[src/rtl/rfb_pkg.sv]
package rfb_pkg;

  typedef enum logic [2:0] {
    ST_IDLE, ST_PRE, ST_PAY, ST_PAD, ST_CRC, ST_DROP, ST_DONE
  } st_t;

  typedef enum logic [1:0] {
    SRC_PRE, SRC_PAY, SRC_ZERO, SRC_CRC
  } src_t;

  localparam int          PRE_LEN  = 8;
  localparam int          CRC_LEN  = 4;
  localparam logic [7:0]  PRE_BYTE = 8'h55;
  localparam logic [7:0]  SFD_BYTE = 8'hD5;
  localparam logic [31:0] CRC_POLY = 32'hEDB88320;
  localparam logic [31:0] CRC_INIT = 32'hFFFFFFFF;

  // one byte of reflected CRC-32, lsb first
  function automatic logic [31:0] crc_step(input logic [31:0] c, input logic [7:0] d);
    logic [31:0] r;
    r = c ^ {24'h0, d};
    for (int b = 0; b < 8; b++) begin
      r = r[0] ? ((r >> 1) ^ CRC_POLY) : (r >> 1);
    end
    return r;
  endfunction

endpackage

[src/rtl/rfb_crc.sv]
module rfb_crc
  import rfb_pkg::*;
(
  input  logic        clk,
  input  logic        rst_n,
  input  logic        clr,
  input  logic        en,
  input  logic [7:0]  data,
  output logic [31:0] fin
);

  logic [31:0] crc_q, crc_d;
  logic        crc_ce;

  always_comb begin
    crc_ce = clr | en;
    if (clr) crc_d = CRC_INIT;
    else     crc_d = crc_step(crc_q, data);
  end

  always_ff @(posedge clk or negedge rst_n) begin
    if (!rst_n)      crc_q <= CRC_INIT;
    else if (crc_ce) crc_q <= crc_d;
  end

  assign fin = ~crc_q;


  clr_en_excl_chk: assert property (@(posedge clk) disable iff (!rst_n)
    en |-> !clr);

endmodule

[src/rtl/rfb_wmux.sv]
module rfb_wmux
  import rfb_pkg::*;
(
  input  src_t        src,
  input  logic [2:0]  idx,
  input  logic [7:0]  in_data,
  input  logic [31:0] crc_fin,
  output logic [7:0]  byte_out
);

  logic [31:0] crc_sh;

  always_comb begin
    crc_sh = crc_fin >> {idx[1:0], 3'b000};
    unique case (src)
      SRC_PRE:  byte_out = (idx == 3'd7) ? SFD_BYTE : PRE_BYTE;
      SRC_PAY:  byte_out = in_data;
      SRC_ZERO: byte_out = 8'h00;
      default:  byte_out = crc_sh[7:0];
    endcase
  end

endmodule

[src/rtl/rfb_ctrl.sv]
module rfb_ctrl
  import rfb_pkg::*;
#(
  parameter int BUF_BYTES = 2048,
  parameter int MIN_PAY   = 60,
  parameter int ADDR_W    = $clog2(BUF_BYTES),
  parameter int LEN_W     = ADDR_W + 1
) (
  input  logic              clk,
  input  logic              rst_n,
  input  logic              in_valid,
  input  logic              in_last,
  output logic              in_ready,
  output logic              wr_en,
  output logic [ADDR_W-1:0] wr_addr,
  output src_t              src,
  output logic [2:0]        idx,
  output logic              crc_clr,
  output logic              crc_en,
  output logic              done,
  output logic [LEN_W-1:0]  frame_len,
  output logic              error
);

  localparam int MAX_PAY = BUF_BYTES - PRE_LEN - CRC_LEN;

  st_t              st_q, st_d;
  logic [LEN_W-1:0] cnt_q, cnt_d, cnt_inc;
  logic [2:0]       idx_q, idx_d;
  logic [LEN_W-1:0] len_q, len_d;
  logic             err_q, err_d, res_ce;
  logic [LEN_W-1:0] addr_full;

  always_comb begin
    st_d     = st_q;
    cnt_d    = cnt_q;
    idx_d    = idx_q;
    len_d    = len_q;
    err_d    = err_q;
    res_ce   = 1'b0;
    in_ready = 1'b0;
    wr_en    = 1'b0;
    src      = SRC_PRE;
    crc_clr  = 1'b0;
    crc_en   = 1'b0;
    cnt_inc  = cnt_q + LEN_W'(1);
    unique case (st_q)
      ST_IDLE: begin
        crc_clr = 1'b1;
        if (in_valid) begin
          st_d  = ST_PRE;
          idx_d = 3'd0;
        end
      end
      ST_PRE: begin
        wr_en = 1'b1;
        idx_d = idx_q + 3'd1;
        if (idx_q == 3'd7) begin
          st_d  = ST_PAY;
          cnt_d = '0;
        end
      end
      ST_PAY: begin
        in_ready = 1'b1;
        src      = SRC_PAY;
        if (in_valid) begin
          if (cnt_q == LEN_W'(MAX_PAY)) begin
            if (in_last) begin
              st_d = ST_DONE; len_d = '0; err_d = 1'b1; res_ce = 1'b1;
            end else begin
              st_d = ST_DROP;
            end
          end else begin
            wr_en  = 1'b1;
            crc_en = 1'b1;
            cnt_d  = cnt_inc;
            if (in_last) begin
              idx_d = 3'd0;
              st_d  = (cnt_inc < LEN_W'(MIN_PAY)) ? ST_PAD : ST_CRC;
            end
          end
        end
      end
      ST_PAD: begin
        src    = SRC_ZERO;
        wr_en  = 1'b1;
        crc_en = 1'b1;
        cnt_d  = cnt_inc;
        if (cnt_inc == LEN_W'(MIN_PAY)) st_d = ST_CRC;
      end
      ST_CRC: begin
        src   = SRC_CRC;
        wr_en = 1'b1;
        idx_d = idx_q + 3'd1;
        if (idx_q == 3'd3) begin
          st_d   = ST_DONE;
          len_d  = cnt_q + LEN_W'(PRE_LEN + CRC_LEN);
          err_d  = 1'b0;
          res_ce = 1'b1;
        end
      end
      ST_DROP: begin
        in_ready = 1'b1;
        src      = SRC_PAY;
        if (in_valid && in_last) begin
          st_d = ST_DONE; len_d = '0; err_d = 1'b1; res_ce = 1'b1;
        end
      end
      default: st_d = ST_IDLE;
    endcase
    addr_full = (st_q == ST_PRE) ? LEN_W'(idx_q)
              : LEN_W'(PRE_LEN) + cnt_q + ((st_q == ST_CRC) ? LEN_W'(idx_q) : '0);
  end

  always_ff @(posedge clk or negedge rst_n) begin
    if (!rst_n) begin
      st_q  <= ST_IDLE;
      cnt_q <= '0;
      idx_q <= '0;
    end else begin
      st_q  <= st_d;
      cnt_q <= cnt_d;
      idx_q <= idx_d;
    end
  end

  always_ff @(posedge clk or negedge rst_n) begin
    if (!rst_n) begin
      len_q <= '0;
      err_q <= 1'b0;
    end else if (res_ce) begin
      len_q <= len_d;
      err_q <= err_d;
    end
  end

  assign wr_addr   = addr_full[ADDR_W-1:0];
  assign idx       = idx_q;
  assign done      = (st_q == ST_DONE);
  assign frame_len = len_q;
  assign error     = err_q;


  pre_offset_chk: assert property (@(posedge clk) disable iff (!rst_n)
    (wr_en && src == SRC_PRE) |-> wr_addr < ADDR_W'(PRE_LEN));

  pay_handshake_chk: assert property (@(posedge clk) disable iff (!rst_n)
    (wr_en && src == SRC_PAY) |-> (in_valid && in_ready));

  done_pulse_chk: assert property (@(posedge clk) disable iff (!rst_n)
    done |=> !done);

  good_len_chk: assert property (@(posedge clk) disable iff (!rst_n)
    (done && !error) |-> frame_len >= LEN_W'(MIN_PAY + PRE_LEN + CRC_LEN));

  bad_len_chk: assert property (@(posedge clk) disable iff (!rst_n)
    (done && error) |-> frame_len == '0);

  len_hold_chk: assert property (@(posedge clk) disable iff (!rst_n)
    !done |-> ($stable(frame_len) && $stable(error)));

endmodule

[src/rtl/rx_frame_builder.sv]
module rx_frame_builder
  import rfb_pkg::*;
#(
  parameter int BUF_BYTES = 2048,
  parameter int MIN_PAY   = 60,
  localparam int ADDR_W   = $clog2(BUF_BYTES),
  localparam int LEN_W    = ADDR_W + 1
) (
  input  logic              clk,
  input  logic              rst_n,
  input  logic              in_valid,
  input  logic [7:0]        in_data,
  input  logic              in_last,
  output logic              in_ready,
  output logic              wr_en,
  output logic [ADDR_W-1:0] wr_addr,
  output logic [7:0]        wr_data,
  output logic              done,
  output logic [LEN_W-1:0]  frame_len,
  output logic              error
);

  logic [1:0]  rst_sync_q;
  logic        rst_int_n;
  src_t        src;
  logic [2:0]  idx;
  logic        crc_clr, crc_en;
  logic [31:0] crc_fin;

  // asynchronous assertion, synchronous release
  always_ff @(posedge clk or negedge rst_n) begin
    if (!rst_n) rst_sync_q <= 2'b00;
    else        rst_sync_q <= {rst_sync_q[0], 1'b1};
  end
  assign rst_int_n = rst_sync_q[1];

  rfb_ctrl #(
    .BUF_BYTES (BUF_BYTES),
    .MIN_PAY   (MIN_PAY),
    .ADDR_W    (ADDR_W),
    .LEN_W     (LEN_W)
  ) u_ctrl (
    .clk       (clk),
    .rst_n     (rst_int_n),
    .in_valid  (in_valid),
    .in_last   (in_last),
    .in_ready  (in_ready),
    .wr_en     (wr_en),
    .wr_addr   (wr_addr),
    .src       (src),
    .idx       (idx),
    .crc_clr   (crc_clr),
    .crc_en    (crc_en),
    .done      (done),
    .frame_len (frame_len),
    .error     (error)
  );

  rfb_wmux u_wmux (
    .src      (src),
    .idx      (idx),
    .in_data  (in_data),
    .crc_fin  (crc_fin),
    .byte_out (wr_data)
  );

  rfb_crc u_crc (
    .clk   (clk),
    .rst_n (rst_int_n),
    .clr   (crc_clr),
    .en    (crc_en),
    .data  (wr_data),
    .fin   (crc_fin)
  );

endmodule

[config.mk]
export PLATFORM = sky130hd
export DESIGN_NAME = rx_frame_builder
export DESIGN_NICKNAME = d
export VERILOG_FILES = /design/src/rtl/rfb_pkg.sv /design/src/rtl/rfb_crc.sv /design/src/rtl/rfb_wmux.sv /design/src/rtl/rfb_ctrl.sv /design/src/rtl/rx_frame_builder.sv
export SDC_FILE = /design/constraint.sdc
export NUM_CORES = 1
export LEC_CHECK = 0
export CORE_MARGIN = 3
export CORE_UTILIZATION = 55
export CTS_CLUSTER_DIAMETER = 50
export CTS_CLUSTER_SIZE = 40
export DETAILED_ROUTE_END_ITERATION = 7
export MAX_ROUTING_LAYER = met4
export PLACE_DENSITY = 0.77
export REMOVE_ABC_BUFFERS = 1
export SETUP_SLACK_MARGIN = 0.05
export SYNTH_ARGS = -nofsm -noshare
export SYNTH_HDL_FRONTEND = slang
export SYNTH_SLANG_ARGS = --single-unit
[constraint.sdc]
create_clock -name clk -period 6.84 [get_ports clk]
set_input_delay 1.71 -clock clk [delete_from_list [all_inputs] [get_ports clk]]
set_output_delay 1.71 -clock clk [all_outputs]
set_load 0.01 [all_outputs]
Yosys cells after proc, flatten, opt, wreduce, memory -nomap -nowiden. Cells that the tools add are included.

Divide/modulo/power cells: 0. Bitwise operators: 11. Multipliers: 0. $add $sub $neg: 5. Shift-type cells: 1. $lt $le $gt $ge: 1. Reductions and logical operators: 13. Equality and inequality tests: 22. Muxes and demuxes: 58.

Operators by type and width (number): 2-to-1 mux 32 bit (9); inverter 13 -> 14 bit (8); 2-to-1 mux 12 bit (8); case mux 12 bit (3 select lines) (2); 2-to-1 mux 3 bit (14); inverter 32 bit (1); right shift 32 x 5 -> 8 bit (1); XOR 32 x 8 -> 32 bit (1); case mux 8 bit (3 select lines) (1); case mux 3 bit (6 select lines) (1); 2-to-1 mux 1 bit (14); AND reduction 7 bit (2); adder 12 x 1 -> 12 bit (second input constant) (1); adder 12 x 4 -> 12 bit (second input constant) (1); == test 12 x 11 -> 1 bit (second input constant) (1); == test 12 x 6 -> 1 bit (second input constant) (1); == test 3 bit (second input constant) (4); < comparator 12 x 6 -> 1 bit (second input constant) (1); adder 11 bit (1); adder 4 x 11 -> 11 bit (first input constant) (1); 2-to-1 mux 11 bit (1); inequality test 2 x 1 -> 1 bit (second input constant) (5); == test 3 x 2 -> 1 bit (second input constant) (3); case mux 3 bit (3 select lines) (1); other kinds (20) (28).

Latch bits: 0. ROM bits: 0. Memories: 0. Output and inout port bits: 35. Bits in writable memories: 0. Bits in registers: 65.

Longest topological paths before layout.
Depth after elaboration: 23. Depth in mapped cells: 11.

Cells and area by module. Synthesis repeated with hierarchy kept, for this count alone.

Cell total of the unflattened synthesis: 539. Area total of the unflattened synthesis: 5024.8 um^2.

By module, submodules not included: rfb_ctrl (instances 1, cells each 292, area an instance 2406.1 um^2, sequential area each 775.7 um^2); rfb_crc (instances 1, cells each 211, area an instance 2224.6 um^2, sequential area each 840.8 um^2); rfb_wmux (instances 1, cells each 33, area an instance 340.3 um^2, sequential area each 0.0 um^2); rx_frame_builder (instances 1, cells each 3, area an instance 53.8 um^2, sequential area each 50.0 um^2).

Worst setup path before layout. Ideal clock, no wire load.

Path kind: reg-to-output. From: reg u_ctrl.st_q[1]. To: out wr_addr[10]. Setup slack: 2.731 ns. Arrival time: 2.399 ns. Path buffers: 2. Stages on the path, launching flop included: 9. Cell sequence: dfrtp_1 or3b_1 buf_2 buf_1 nor2_1 ha_1 a211oi_1 o21ai_0 a21oi_1.

Cells in the longest elaborated chain, start to end: 4.

RTL lines: start, declared (RTL line rfb_ctrl.sv:27) `st_t st_q, st_d;`; start signal, assigned (RTL line rfb_ctrl.sv:121) `st_q <= st_d;`; == test 3 bit (RTL line rfb_ctrl.sv:112) `: LEN_W'(PRE_LEN) + cnt_q + ((st_q == ST_CRC) ? LEN_W'(idx_q) : '0);`; 2-to-1 mux 3 bit (RTL line rfb_ctrl.sv:112); adder 11 bit (RTL line rfb_ctrl.sv:112); 2-to-1 mux 11 bit * (RTL line rfb_ctrl.sv:111) `addr_full = (st_q == ST_PRE) ? LEN_W'(idx_q)`; end, declared (RTL line rx_frame_builder.sv:16) `output logic [ADDR_W-1:0] wr_addr,`.

Mark *: on every way between the ends. The rest lies on a longest branch, timed or not.

Worst setup path in the final report.
From: reg u_ctrl.st_q[0]. To: out wr_addr[10].

The elaborated chain is that of the path after synthesis.

==> summary.txt <==
Status = finished, final reports clean
Die footprint = 0.0102 mm^2
Post-synthesis cell type count = 64
GPL Wtd Cong = 0.979
Async set-or-reset flop fraction in the synthesized netlist = 1.00
Hold Path End = rst_sync_q[1]
Vias = 3918
Final Cycle Share = 0.804
Top cells by instance count after synthesis = 40 x xnor2_1, 38 x a21oi_1, 37 x nand2_1
Clock slew at reported path FFs = 70 ps
Vias in the first global route = 3750
Fmax = 182 MHz
Net Sw Power = 1.49 mW
Pint = 1.97 mW
Synthesized instance count = 499
Multi-input gate area = 0.00311 mm^2
First drt pass iteration count = 4
Htree depth = 3
CTS tree = built
CP Max Fanout = 20
Grt total ovfl = 0
Register area = 0.00167 mm^2
CTS hold repair buffers = 0
Synth Cell Area = 0.00495 mm^2
Hold Fails Final Rpt = 0
Worst setup SP type = flop
Hold depth = 0
Largest net degree at the start of global routing = 64
Share of layout cells above drive strength 1 = 0.163
Min Clock Period, post-route = 5500 ps
Synthesis warning total = 0
NumNets Final = 555
Port buffer count = 46
Hold crit path type = flop to flop
Die X = 101 um
Share of the synthesized area in the top cell type = 0.170
Critical Path RT = 5130 ps
Global-route wire length before repair = 19700 um
Synth-to-Final Area Change = 13.6%
Slew Limit Fails = 0
Tightest Pin Transition = 1170 ps
Total wire length = 11900 um
Clock Tree Buf Depth = 2
Area after DPL = 0.00543 mm^2
Worst reg2reg startpoint = u_ctrl.st_q[1]
DRT iter0 DRCs = 332
Resize count post-CTS = 0
Sequential share of power = 0.209
Worst Skew = 9.11 ps
Kind of critical path = flop to output pin
Endpoint type of the worst setup path = output pin
Post-Layout Inst Area = 0.00562 mm^2
Rows = 33
Root Driver = clkbuf_8
Filler Cells Inserted = 655
Initial Util = 0.585
Routed vias/inst = 6.14
Reg2reg end = u_crc.crc_q[19]
Num CTS Buffers = 9
Max cap viols = 0
Worst slew margin = 0.218
Syn Area/Cell = 9.92 um^2
EDFF count, synth = 0
DIE HEIGHT = 101 um
Post-detail-place hpwl = 8510 um
IO Pins = 47
Top-count cell post-synth = xnor2_1
FF+latch count, synth = 65
Cell depth of the worst flop-to-flop path = 10
Initial antenna violation count = 0
# Post-CTS Setup Buffers = 0
Setup_tns = 0 ps
Peak supply drop = 0.000454 V
Hold Path Origin = rst_sync_q[0]
Final setup fails = 0
Seq/Total Area, Yosys = 0.337
Synth Flop Type = dfrtp_1
Worst slack at placement = 1630 ps
Cell taking the most area after synthesis = dfstp_2
Final WS setup = 1340 ps
RSZ-0062 raised after global routing = false
Sw frac = 0.431
Top post-synthesis cells by area = dfstp_2 17%, dfrtp_1 17%, xnor2_1 7.1%
Critical path arrival = 3790 ps
N_diodes = 0
Total chip power = 3.45 mW
Core area = 0.00846 mm^2
Gr usage total = 0.255
PwrDens = 614 mW/mm^2
Worst-skew pair later-pin latency = 340 ps
# DRC = 0
Comb pwr share = 0.696
Worst R2R Setup Slack = 3130 ps
Clk sink count = 65
Clock Power Share = 0.095
ANT nets after route = 0
Wire length per cell = 18.6 um
Pleak = 2.25 nW
-- critical path, cell delays in order (launching register included) --
cell	delay, ps
dfrtp_1	770
inv_1	330
and3_1	240
ha_1	210
fa_1	420
a211oi_1	560
o21ai_0	180
a21oi_1	170
clkdlybuf4s50_1	560
-- power by group through the flow --
stage                     Clock (mW)  Combinational, mW  Sequential (mW)
after floorplan                    0               1.82            0.709
after global placement             0               2.34            0.719
after detailed placement           0               2.39            0.727
after CTS                      0.332               2.40            0.721
after global routing           0.352               2.59            0.746
final                          0.327               2.41            0.722
-- per-layer routing --
| layer | GRT usage | vias up | wire [um] |
|---|---|---|---|
| li1 | - | 1835 | - |
| met1 | 0.377 | 1944 | 5440 |
| met2 | 0.362 | 124 | 5510 |
| met3 | 0.0498 | 15 | 781 |
| met4 | 0.0611 | 0 | 132 |
| met5 | - | - | 0 |
-- worst max path at each step --
stage | startpoint | end | slack, ps
after floorplan | u_ctrl.st_q[2] | wr_addr[10] | 2670
after global placement | in_valid | wr_en | 1700
after detailed placement | in_valid | wr_en | 1630
after CTS | u_ctrl.st_q[0] | wr_addr[10] | 1380
after global routing | u_ctrl.st_q[2] | wr_addr[10] | 1030
final | u_ctrl.st_q[0] | wr_addr[10] | 1340
-- placed cells by master (no fill, tap or decap), types with 7 or more instances in the layout --
cell / count
a21o_1: 7
a21oi_1: 37
clkbuf_8: 10
clkdlybuf4s50_1: 46
dfrtp_1: 32
dfstp_2: 32
ha_1: 14
inv_1: 11
mux4_2: 8
nand2_1: 37
nor2_1: 36
nor3_1: 31
o21ai_0: 31
o31ai_1: 21
xnor2_1: 40
xnor3_1: 10
xor2_1: 20
-- flip-flops by register name (all words and copies together) (netlist names) --
signal,count
u_ctrl.error,1
u_ctrl.frame_len,12
u_ctrl.idx,3
rst_sync_q,2
u_ctrl.cnt_q,12
u_crc.crc_q,32
u_ctrl.st_q,3
-- through the flow --
stage                     utilization  instances  hold slack [ps]
after floorplan                     -        469              331
after global placement          0.642        622              339
after detailed placement        0.642        622              341
after CTS                       0.664        638              356
after global routing            0.664        638              378
final                           0.664        638              356
-- final cells by class --
cell class | instances | area share
clock buffers | 13 | 0.0265
clock inverters | 3 | 0.00712
inverters | 14 | 0.00935
multi-input cells | 390 | 0.553
flip-flops and latches | 65 | 0.297
well taps | 105 | 0.0234
repair buffers | 48 | 0.0846
-- cells by family (layout without fill, tap and decap cells) --
| logic type | after synthesis | in the layout | synth area share |
|---|---|---|---|
| AO/OA/AOI/OAI | 131 | 131 | 0.173 |
| XOR/XNOR | 84 | 84 | 0.218 |
| adder cells (fa/ha/maj) | 15 | 15 | 0.0394 |
| buffers and inverters | 44 | 78 | 0.0387 |
| flip-flops | 65 | 65 | 0.337 |
| multiplexers | 13 | 13 | 0.0473 |
| other | 1 | 1 | 0.000758 |
| AND/OR/NAND/NOR | 146 | 146 | 0.146 |
Note: power is estimated with default switching activity, not from simulation.
